$ cat config.mk
export PLATFORM = sky130hd
export DESIGN_NAME = stdp_syn_update
export DESIGN_NICKNAME = d
export VERILOG_FILES = /design/src/rtl/stdp_pkg.sv /design/src/rtl/stdp_spike_track.sv /design/src/rtl/stdp_decay.sv /design/src/rtl/stdp_sat_add.sv /design/src/rtl/stdp_syn_update.sv
export SDC_FILE = /design/constraint.sdc
export NUM_CORES = 1
export LEC_CHECK = 0
export ABC_AREA = 1
export BUFFER_PORTS_ARGS = -buffer_cell sky130_fd_sc_hd__buf_2
export CORE_ASPECT_RATIO = 1.4
export CORE_MARGIN = 2
export CORE_UTILIZATION = 55
export DETAILED_ROUTE_END_ITERATION = 12
export PLACE_DENSITY_LB_ADDON = 0.05
export SLEW_MARGIN = 15
export SYNTH_ARGS = -nofsm -noshare
export SYNTH_HDL_FRONTEND = slang
export SYNTH_HIERARCHICAL = 1
export SYNTH_SLANG_ARGS = --single-unit
$ cat constraint.sdc
create_clock -name clk_i -period 7.04 [get_ports clk_i]
set_input_delay 0.352 -clock clk_i [delete_from_list [all_inputs] [get_ports clk_i]]
set_output_delay 0.352 -clock clk_i [all_outputs]
set_load 0.005 [all_outputs]
$ cat src/rtl/stdp_pkg.sv
package stdp_pkg;
  typedef enum logic [1:0] {
    EV_NONE = 2'd0,
    EV_POT  = 2'd1,
    EV_DEP  = 2'd2,
    EV_LOAD = 2'd3
  } stdp_ev_e;
endpackage

$ cat src/rtl/stdp_spike_track.sv
module stdp_spike_track #(
  parameter int TS_W = 16
) (
  input  logic            clk_i,
  input  logic            rst_ni,
  input  logic            spike_i,
  input  logic [TS_W-1:0] tstep_i,
  input  logic [TS_W-1:0] win_max_i,
  output logic [TS_W-1:0] diff_o,
  output logic            in_win_o
);
  logic [TS_W-1:0] last_ts_q;
  logic            seen_q;

  always_ff @(posedge clk_i or negedge rst_ni) begin
    if (!rst_ni) begin
      last_ts_q <= '0;
      seen_q    <= 1'b0;
    end else if (spike_i) begin
      last_ts_q <= tstep_i;
      seen_q    <= 1'b1;
    end
  end

  // modular distance to the last recorded spike
  assign diff_o   = tstep_i - last_ts_q;
  assign in_win_o = seen_q && (diff_o <= win_max_i);

  assert_history_set_R9: assert property (@(posedge clk_i) disable iff (!rst_ni)
    spike_i |=> (seen_q && last_ts_q == $past(tstep_i)));
endmodule

$ cat src/rtl/stdp_decay.sv
module stdp_decay #(
  parameter int AMP_W = 8,
  parameter int TS_W  = 16,
  parameter int TAU_W = 4
) (
  input  logic [AMP_W-1:0] amp_i,
  input  logic [TS_W-1:0]  diff_i,
  input  logic [TAU_W-1:0] tau_i,
  output logic [AMP_W-1:0] mag_o
);
  logic [TS_W-1:0] shamt;

  assign shamt = diff_i >> tau_i;
  // base-2 decay; shifts of AMP_W or more give zero
  assign mag_o = (shamt >= TS_W'(AMP_W)) ? '0 : (amp_i >> shamt);
endmodule

$ cat src/rtl/stdp_sat_add.sv
module stdp_sat_add #(
  parameter int W_W   = 8,
  parameter int AMP_W = 8
) (
  input  logic [W_W-1:0]   w_i,
  input  logic [AMP_W-1:0] mag_i,
  input  logic             sub_i,
  output logic [W_W-1:0]   w_o
);
  localparam int SUM_W = ((W_W > AMP_W) ? W_W : AMP_W) + 2;
  localparam logic signed [SUM_W-1:0] W_MAX = SUM_W'((1 << (W_W - 1)) - 1);
  localparam logic signed [SUM_W-1:0] W_MIN = -SUM_W'(1 << (W_W - 1));

  logic signed [SUM_W-1:0] w_ext, m_ext, sum;

  assign w_ext = SUM_W'($signed(w_i));
  assign m_ext = SUM_W'(mag_i);
  assign sum   = sub_i ? (w_ext - m_ext) : (w_ext + m_ext);

  always_comb begin
    if (sum > W_MAX)      w_o = W_MAX[W_W-1:0];
    else if (sum < W_MIN) w_o = W_MIN[W_W-1:0];
    else                  w_o = sum[W_W-1:0];
  end
endmodule

$ cat src/rtl/stdp_syn_update.sv
module stdp_syn_update
  import stdp_pkg::*;
#(
  parameter int TS_W  = 16,
  parameter int W_W   = 8,
  parameter int AMP_W = 8,
  parameter int TAU_W = $clog2(TS_W)
) (
  input  logic             clk_i,
  input  logic             rst_ni,
  input  logic [TS_W-1:0]  tstep_i,
  input  logic             pre_spike_i,
  input  logic             post_spike_i,
  input  logic [AMP_W-1:0] amp_pot_i,
  input  logic [AMP_W-1:0] amp_dep_i,
  input  logic [TAU_W-1:0] tau_i,
  input  logic [TS_W-1:0]  win_max_i,
  input  logic             wt_we_i,
  input  logic [W_W-1:0]   wt_wdata_i,
  output logic [W_W-1:0]   wt_o
);
  logic [TS_W-1:0]  pre_diff, post_diff, dec_diff;
  logic             pre_in_win, post_in_win;
  logic [AMP_W-1:0] dec_amp, dec_mag;
  logic [W_W-1:0]   wt_q, wt_next_upd;
  stdp_ev_e         ev;

  stdp_spike_track #(.TS_W(TS_W)) u_pre_trk (
    .clk_i, .rst_ni, .spike_i(pre_spike_i), .tstep_i, .win_max_i,
    .diff_o(pre_diff), .in_win_o(pre_in_win));

  stdp_spike_track #(.TS_W(TS_W)) u_post_trk (
    .clk_i, .rst_ni, .spike_i(post_spike_i), .tstep_i, .win_max_i,
    .diff_o(post_diff), .in_win_o(post_in_win));

  // write wins; coincident spikes resolve to potentiation at zero gap
  always_comb begin
    if (wt_we_i)                                        ev = EV_LOAD;
    else if (post_spike_i && (pre_spike_i || pre_in_win)) ev = EV_POT;
    else if (pre_spike_i && post_in_win)                ev = EV_DEP;
    else                                                ev = EV_NONE;
  end

  assign dec_amp  = (ev == EV_DEP) ? amp_dep_i : amp_pot_i;
  assign dec_diff = (ev == EV_DEP) ? post_diff : (pre_spike_i ? '0 : pre_diff);

  stdp_decay #(.AMP_W(AMP_W), .TS_W(TS_W), .TAU_W(TAU_W)) u_decay (
    .amp_i(dec_amp), .diff_i(dec_diff), .tau_i, .mag_o(dec_mag));

  stdp_sat_add #(.W_W(W_W), .AMP_W(AMP_W)) u_sat (
    .w_i(wt_q), .mag_i(dec_mag), .sub_i(ev == EV_DEP), .w_o(wt_next_upd));

  always_ff @(posedge clk_i or negedge rst_ni) begin
    if (!rst_ni) wt_q <= '0;
    else begin
      case (ev)
        EV_LOAD:        wt_q <= wt_wdata_i;
        EV_POT, EV_DEP: wt_q <= wt_next_upd;
        default:        wt_q <= wt_q;
      endcase
    end
  end

  assign wt_o = wt_q;

  assert_load_R8: assert property (@(posedge clk_i) disable iff (!rst_ni)
    wt_we_i |=> (wt_o == $past(wt_wdata_i)));
  assert_pot_no_drop_R2: assert property (@(posedge clk_i) disable iff (!rst_ni)
    (!wt_we_i && post_spike_i) |=> ($signed(wt_o) >= $signed($past(wt_o))));
  assert_same_step_R4: assert property (@(posedge clk_i) disable iff (!rst_ni)
    (!wt_we_i && pre_spike_i && post_spike_i) |=> ($signed(wt_o) >= $signed($past(wt_o))));
  assert_dep_no_rise_R3: assert property (@(posedge clk_i) disable iff (!rst_ni)
    (!wt_we_i && pre_spike_i && !post_spike_i) |=> ($signed(wt_o) <= $signed($past(wt_o))));
  assert_idle_hold_R5: assert property (@(posedge clk_i) disable iff (!rst_ni)
    (!wt_we_i && !pre_spike_i && !post_spike_i) |=> $stable(wt_o));
  assert_mag_bound_R6: assert property (@(posedge clk_i) disable iff (!rst_ni)
    dec_mag <= dec_amp);
endmodule

; ---- Word level (Yosys, flattened, before mapping)
; Index checks and enable logic that the tools add are counted.
[totals]
ff_bits = 42
in_bits = 65
out_inout_bits = 8
[op_classes]
add_sub_neg = 4
n_lt_le_gt_ge = 5
n_eq_ne = 3
n_shift = 2
mux = 11
reduce_logical = 7
[op_table]
columns = op, count
row1 = $le A16 B16 Y1, 2
row2 = $mux W16, 2
row3 = $mux W8, 4
row4 = $sub A16 B16 Y16, 2
row5 = $ge A16 B4 Y1 const B, 1
row6 = $pmux W8 S2, 1
row7 = $shr A16 B4 Y16, 1
row8 = $shr A8 B16 Y8, 1
row9 = $add A8 B9 Y10, 1
row10 = $gt A10 B8 Y1 const B, 1
row11 = $lt A10 B8 Y1 const B, 1
row12 = $mux W10, 1
row13 = $sub A8 B9 Y10, 1
row14 = $mux W2, 3
row15 = $eq A2 B2 Y1 const B, 2
row16 = $logic_and A1 B1 Y1, 4
row17 = $eq A2 B1 Y1 const B, 1
row18 = $reduce_bool A2 Y1, 1
row19 = $reduce_or A2 Y1, 1
row20 = $logic_or A1 B1 Y1, 1

; ---- Depth between registers and ports, before layout
[depth]
depth_word = 18
depth_mapped = 68

; ---- Cells and area by module
; Netlist, hierarchy kept.
[modules_own_cells]
columns = mod, n_inst, cells_per_inst, area_per_inst_um2, seq_area_each_um2
row1 = stdp_spike_track, 2, 282, 1866.8, 425.4
row2 = stdp_decay, 1, 208, 959.7, 0.0
row3 = stdp_sat_add, 1, 148, 869.6, 0.0
row4 = stdp_syn_update, 1, 155, 840.8, 200.2

; ---- Least setup slack after synthesis
; OpenSTA, ideal clock, no wires.
[synth_timing]
kind = input to register
from = input tstep_i[0]
to = register wt_q[1] (netlist: wt_o[1])
setup_ns = 0.118
arrival_time_ns = 6.718
required_time_ns = 6.922
path_slack_ns = 0.204
cell_stages = 59
n_path_buf = 2
path_cell_list = inv_1 > ha_1 > fa_1 > o21ai_2 > nand2_2 > nand2_2 > nand3_2 > nand3_1 > nand2_1 > ha_1 > nand2_1 > nor3_1 > nand2_1 > nand2_1 > a21oi_1 > nor2_1 > nor2_1 > nor2_1 > [23 not listed] > o21ai_1 > xor2_1 > inv_1 > ha_1 > nand2_1 > inv_1 > a21oi_1 > nand2_1 > nand2_1 > nand2_2 > nand2_2 > nand3_4 > nand2_1 > nand2_1 > inv_1 > nand2_1 > nand3_1 > nand2_1
[synth_via]
elab_chain_cells = 18
[synth_rtl]
columns = element, line
row1 = "start, declared", stdp_syn_update.sv:11  ; input logic [TS_W-1:0] tstep_i,
row2 = $sub A16 B16 Y16 (*), stdp_spike_track.sv:26  ; assign diff_o = tstep_i - last_ts_q;
row3 = named net pre_diff[14], stdp_syn_update.sv:22  ; logic [TS_W-1:0] pre_diff, post_diff, dec_diff;
row4 = $le A16 B16 Y1 (*), stdp_spike_track.sv:27  ; assign in_win_o = seen_q && (diff_o <= win_max_i);
row5 = $logic_and A1 B1 Y1 (*), stdp_spike_track.sv:27
row6 = named net pre_in_win, stdp_syn_update.sv:23  ; logic pre_in_win, post_in_win;
row7 = $logic_or A1 B1 Y1 (*), stdp_syn_update.sv:39  ; else if (post_spike_i && (pre_spike_i || pre_in_win)) ev = EV_POT;
row8 = $logic_and A1 B1 Y1 (*), stdp_syn_update.sv:39
row9 = $mux W2 (*), stdp_syn_update.sv:39
row10 = [3 not listed], --
row11 = named net dec_diff[13], stdp_syn_update.sv:22
row12 = [3 not listed], --
row13 = named net dec_mag[1], stdp_syn_update.sv:24  ; logic [AMP_W-1:0] dec_amp, dec_mag;
row14 = $add A8 B9 Y10 / $sub A8 B9 Y10 (equally long branches), stdp_sat_add.sv:18  ; assign sum = sub_i ? (w_ext - m_ext) : (w_ext + m_ext);
row15 = $mux W10 (*), stdp_sat_add.sv:18
row16 = $lt A10 B8 Y1, stdp_sat_add.sv:22  ; else if (sum < W_MIN) w_o = W_MIN[W_W-1:0];
row17 = $mux W8, stdp_sat_add.sv:22
row18 = $mux W8 (*), stdp_sat_add.sv:21  ; if (sum > W_MAX) w_o = W_MAX[W_W-1:0];
row19 = named net wt_next_upd[1], stdp_syn_update.sv:25  ; logic [W_W-1:0] wt_q, wt_next_upd;
row20 = $pmux W8 S2 (*), stdp_syn_update.sv:56  ; case (ev)
row21 = "end signal, assigned", stdp_syn_update.sv:57  ; EV_LOAD: wt_q <= wt_wdata_i;
row22 = "end signal, assigned", stdp_syn_update.sv:58  ; EV_POT, EV_DEP: wt_q <= wt_next_upd;
row23 = "end signal, assigned", stdp_syn_update.sv:59  ; default: wt_q <= wt_q;
row24 = "end, declared", stdp_syn_update.sv:25
; The timed path passes the listed nets; every way through them passes the cells marked *.
; A chain may end at the register's enable or synchronous reset.

; ---- Final worst setup path
[layout_timing]
from = register u_post_trk.last_ts_q[0]
to = register wt_q[2] (netlist: wt_o[2])
[layout_via]
elab_chain_cells = 18
[layout_rtl]
columns = element, line
row1 = "start, declared", stdp_spike_track.sv:12  ; logic [TS_W-1:0] last_ts_q;
row2 = "start signal, assigned", stdp_spike_track.sv:20  ; last_ts_q <= tstep_i;
row3 = $sub A16 B16 Y16 (*), stdp_spike_track.sv:26
row4 = named net post_diff[14], stdp_syn_update.sv:22
row5 = $le A16 B16 Y1 (*), stdp_spike_track.sv:27
row6 = $logic_and A1 B1 Y1 (*), stdp_spike_track.sv:27
row7 = named net post_in_win, stdp_syn_update.sv:23
row8 = $logic_and A1 B1 Y1 (*), stdp_syn_update.sv:40  ; else if (pre_spike_i && post_in_win) ev = EV_DEP;
row9 = $mux W2 (*), stdp_syn_update.sv:40
row10 = $mux W2 (*), stdp_syn_update.sv:39
row11 = [3 not listed], --
row12 = named net dec_diff[14], stdp_syn_update.sv:22
row13 = [3 not listed], --
row14 = named net dec_mag[3], stdp_syn_update.sv:24
row15 = $add A8 B9 Y10 / $sub A8 B9 Y10 (equally long branches), stdp_sat_add.sv:18
row16 = $mux W10 (*), stdp_sat_add.sv:18
row17 = $lt A10 B8 Y1, stdp_sat_add.sv:22
row18 = $mux W8, stdp_sat_add.sv:22
row19 = $mux W8 (*), stdp_sat_add.sv:21
row20 = named net wt_next_upd[2], stdp_syn_update.sv:25
row21 = $pmux W8 S2 (*), stdp_syn_update.sv:56
; Marks and branches as above.

==> flow_metrics.env <==
export IMPL_setup_viol=8
export IMPL_timing_fmax_ghz=0.130
export IMPL_rows=46
export IMPL_syn_nets=1217
export IMPL_ir_worst_vdd_mv=0.194
export IMPL_synth_seq_cells=42
export IMPL_fin_area_mm2=0.00951
export IMPL_clockPowerShare_pct=9.1
export IMPL_ctsHoldBuffers=0
export IMPL_reg2reg_depth=56
export IMPL_switching_share_pct=49.8
export IMPL_drt_iter0_markers=534
export IMPL_grt_max_degree=43
export IMPL_synth_flop_cell="dfrtp_1"
export IMPL_crit_type="reg -> reg"
export IMPL_whs_ns=0.211
export IMPL_core_area_mm2=0.0113
export IMPL_die_w_um=95.2
export IMPL_grt_overflow_total=0
export IMPL_critPathMaxStageDelay_ns=0.40
export IMPL_wl_per_cell_um=15.4
export IMPL_maxSlewViolCount=0
export IMPL_avgSynthCellArea_um2=5.96
export IMPL_nFillCells=716
export IMPL_place_gp_congestion=0.967
export IMPL_final_nets=1492
export IMPL_cts_tree="yes"
export IMPL_initial_core_util_pct=56.5
export IMPL_critPathMaxFanout=7
export IMPL_place_area_mm2=0.00807
export IMPL_max_slew_margin_pct=35.4
export IMPL_p_leak_nw=5.36
export IMPL_path_clk_slew_ns=0.06
export IMPL_setup_slack_ns=-0.648
export IMPL_synthArstFlopShare_pct=100
export IMPL_drive_above_1_share_pct=39.3
export IMPL_end_kind="flip-flop"
export IMPL_timing_rr_start="u_post_trk/last_ts_q[0]"
export IMPL_min_period_over_period_pct=109
export IMPL_antenna_left=0
export IMPL_cp_slowest_cell="dfrtp_1"
export IMPL_violations="setup timing"
export IMPL_grt_pass1_vias=7322
export IMPL_combPwrFrac_pct=78.7
export IMPL_yosysSeqAreaShare_pct=16.4
export IMPL_drt_pass1_iterations=5
export IMPL_dieArea_mm2=0.0125
export IMPL_synth_cell_type_count=46
export IMPL_min_path_type="in -> async"
export IMPL_final_util_pct=83.9
export IMPL_drc=0
export IMPL_rrSetupSlack_ns=-0.65
export IMPL_power_total_mw=2.65
export IMPL_numPortBuffers=72
export IMPL_p_seq_share_pct=12.2
export IMPL_regToRegEndpoint="wt_o[2]"
export IMPL_grt_usage_pct=31.3
export IMPL_die_h_um=132
export IMPL_crit_path_end="wt_o[2]"
export IMPL_synth_edf_count=0
export IMPL_finalClockSkew_ns=0.00775
export IMPL_cp_required_ns=7.22
export IMPL_num_vias=8078
export IMPL_tightestPinTransition_ns=0.969
export IMPL_h_tree_depth=2
export IMPL_grt_pass1_wl_mm=31.4
export IMPL_cap_violations=0
export IMPL_insertion_delay_ns=0.29
export IMPL_cts_sinks=42
export IMPL_crit_start="u_post_trk/last_ts_q[0]"
export IMPL_cts_root_buf="clkbuf_16"
export IMPL_pin_count=73
export IMPL_syn_to_final_growth_pct=48.5
export IMPL_syn_inst=1075
export IMPL_fin_crit_ns=7.69
export IMPL_synth_area_mm2=0.00640
export IMPL_arrival_ns=7.87
export IMPL_hpwl_mm=15.2
export IMPL_wl_mm=23.0
export IMPL_status="finished, violations left"
export IMPL_crit_top_cell="nand2_1"
export IMPL_power_density_mw_per_mm2=278
export IMPL_finalSetupTns_ns=-4.92
export IMPL_crit_path_start_kind="flip-flop"
export IMPL_p_sw_mw=1.32
export IMPL_cts_made_buffers=5
export IMPL_p_int_mw=1.33
export IMPL_antenna_found_initial=1
export IMPL_final_hold_viol_count=0
export IMPL_clock_path_buffers=2
export IMPL_viasPerCell=5.40
export IMPL_grt_setup_unrepaired="yes"
export IMPL_yosysWarnings=6
cells in the mapped netlist (2+ instances only):
library cell,count,area [µm²]
nand2_1,420,1580
inv_1,159,597
nand3_1,83,415
ha_1,74,926
nor2_1,57,214
a21oi_1,53,265
o21ai_0,45,225
dfrtp_1,42,1050
nand2_2,23,144
xor2_1,21,184
inv_2,7,26.3
nand2_4,7,78.8
nand4_1,7,43.8
clkbuf_1,6,22.5
o21ai_2,6,52.6
nand3_2,5,50.1
xnor2_1,5,43.8
buf_2,4,20.0
nand3b_1,4,30.0
nor4_1,4,25.0
buf_4,3,22.5
buf_6,3,33.8
fa_1,3,60.1
nor2_2,3,18.8
o21ai_1,3,15.0
a21boi_0,2,15.0
a21o_1,2,15.0
clkinv_1,2,7.51
nor3_1,2,10.0
o21ai_4,2,32.5
o21bai_1,2,15.0
o21bai_2,2,22.5
metal layers:
metal	wire length [µm]	vias up	track usage [%]	part of all wire [%]
li1	-	3940	-	-
met1	8060	3743	31.1	35
met2	12400	282	59.1	54
met3	1020	113	4.76	4.4
met4	1550	0	17.2	6.7
met5	0	-	0	0
layout make-up:
cell class                 instances  area, µm²  share of cell area (%)
multi-input combinational        848       5470                    57.5
clock buffer                       7        143                    1.50
antenna                            1       2.50                  0.0263
timing repair buffer             284       2010                    21.2
inverter                         169        642                    6.75
tap                              144        180                    1.89
sequential                        42       1050                    11.1
clock inverter                     1       8.76                  0.0921
critical path, delay by kind of cell, from the launching register on:
| family | cells | cell delay, ns |
|---|---|---|
| buf+inv | 8 | 0.94 |
| compound gates | 9 | 1.73 |
| xor+xnor | 1 | 0.19 |
| flops | 1 | 0.40 |
| simple gates | 33 | 2.80 |
| fa+ha+maj | 5 | 1.50 |
cell usage in the layout (no fill, tap or decap), types with 6 or more instances in the layout:
cell type | netlist | layout
a21oi_1 | 53 | 36
a21oi_2 | 1 | 15
buf_2 | 4 | 72
buf_4 | 3 | 206
dfrtp_1 | 42 | 42
ha_1 | 74 | 56
ha_4 | 0 | 13
inv_1 | 159 | 148
inv_2 | 7 | 17
nand2_1 | 420 | 339
nand2_2 | 23 | 91
nand2_4 | 7 | 19
nand3_1 | 83 | 57
nand3_2 | 5 | 29
nand4_1 | 7 | 7
nor2_1 | 57 | 47
nor2_2 | 3 | 9
o21ai_0 | 45 | 43
o21ai_4 | 2 | 6
xor2_1 | 21 | 17
power groups by stage:
| stage | Sequential (mW) | Clock [mW] | Combinational [mW] |
|---|---|---|---|
| after floorplan | 0.315 | 0 | 1.05 |
| after global placement | 0.320 | 0 | 1.58 |
| after detailed placement | 0.321 | 0 | 1.60 |
| after CTS | 0.320 | 0.244 | 1.74 |
| after global routing | 0.329 | 0.254 | 2.27 |
| final | 0.324 | 0.240 | 2.08 |
sequential cells by signal, indices dropped and copies added (netlist names):
name / flops
u_post_trk/last_ts_q: 16
u_pre_trk/last_ts_q: 16
wt_o: 8
u_post_trk/seen_q: 1
u_pre_trk/seen_q: 1
worst min-delay path by stage:
stage                              end  cells past startpoint        startpoint
2_1_floorplan  u_post_trk/last_ts_q[0]                      0            rst_ni
3_3_place_gp          u_pre_trk/seen_q                      2  u_pre_trk/seen_q
3_5_place_dp          u_pre_trk/seen_q                      2  u_pre_trk/seen_q
4_1_cts                        wt_o[6]                      1            rst_ni
5_1_grt                        wt_o[4]                      1            rst_ni
6_report                       wt_o[6]                      1            rst_ni
per-stage QoR:
step | std cells | setup WS (ns)
detailed placement | 1438 | -0.646
global placement | 1438 | -0.533
finish | 1496 | -0.648
global route | 1495 | -1.02
CTS | 1477 | -0.113
floorplan | 1075 | 0.204
cells by family (layout without fill, tap and decap cells):
logic type / Yosys count / count (layout) / share of synthesized area [%]
AOI/OAI and AO/OA: 123 / 123 / 11.2
DFF: 42 / 42 / 16.4
other: 0 / 1 / 0
xor gates and xnor gates: 26 / 26 / 3.56
muxes: 1 / 1 / 0.156
buffers and inverters: 186 / 461 / 11.7
and+or+nand+nor: 620 / 621 / 41.6
adders and majority gates: 77 / 77 / 15.4
what timing repair did:
action / CTS / global route
pin swaps: 62 / 106
resized for setup: 64 / 158
cloned: 2 / 0
endpoints found under the hold margin: 0 / 0
endpoints found under the setup margin: 8 / 8
buffers inserted: 29 / 19
Power figures use the tool's default switching activity.
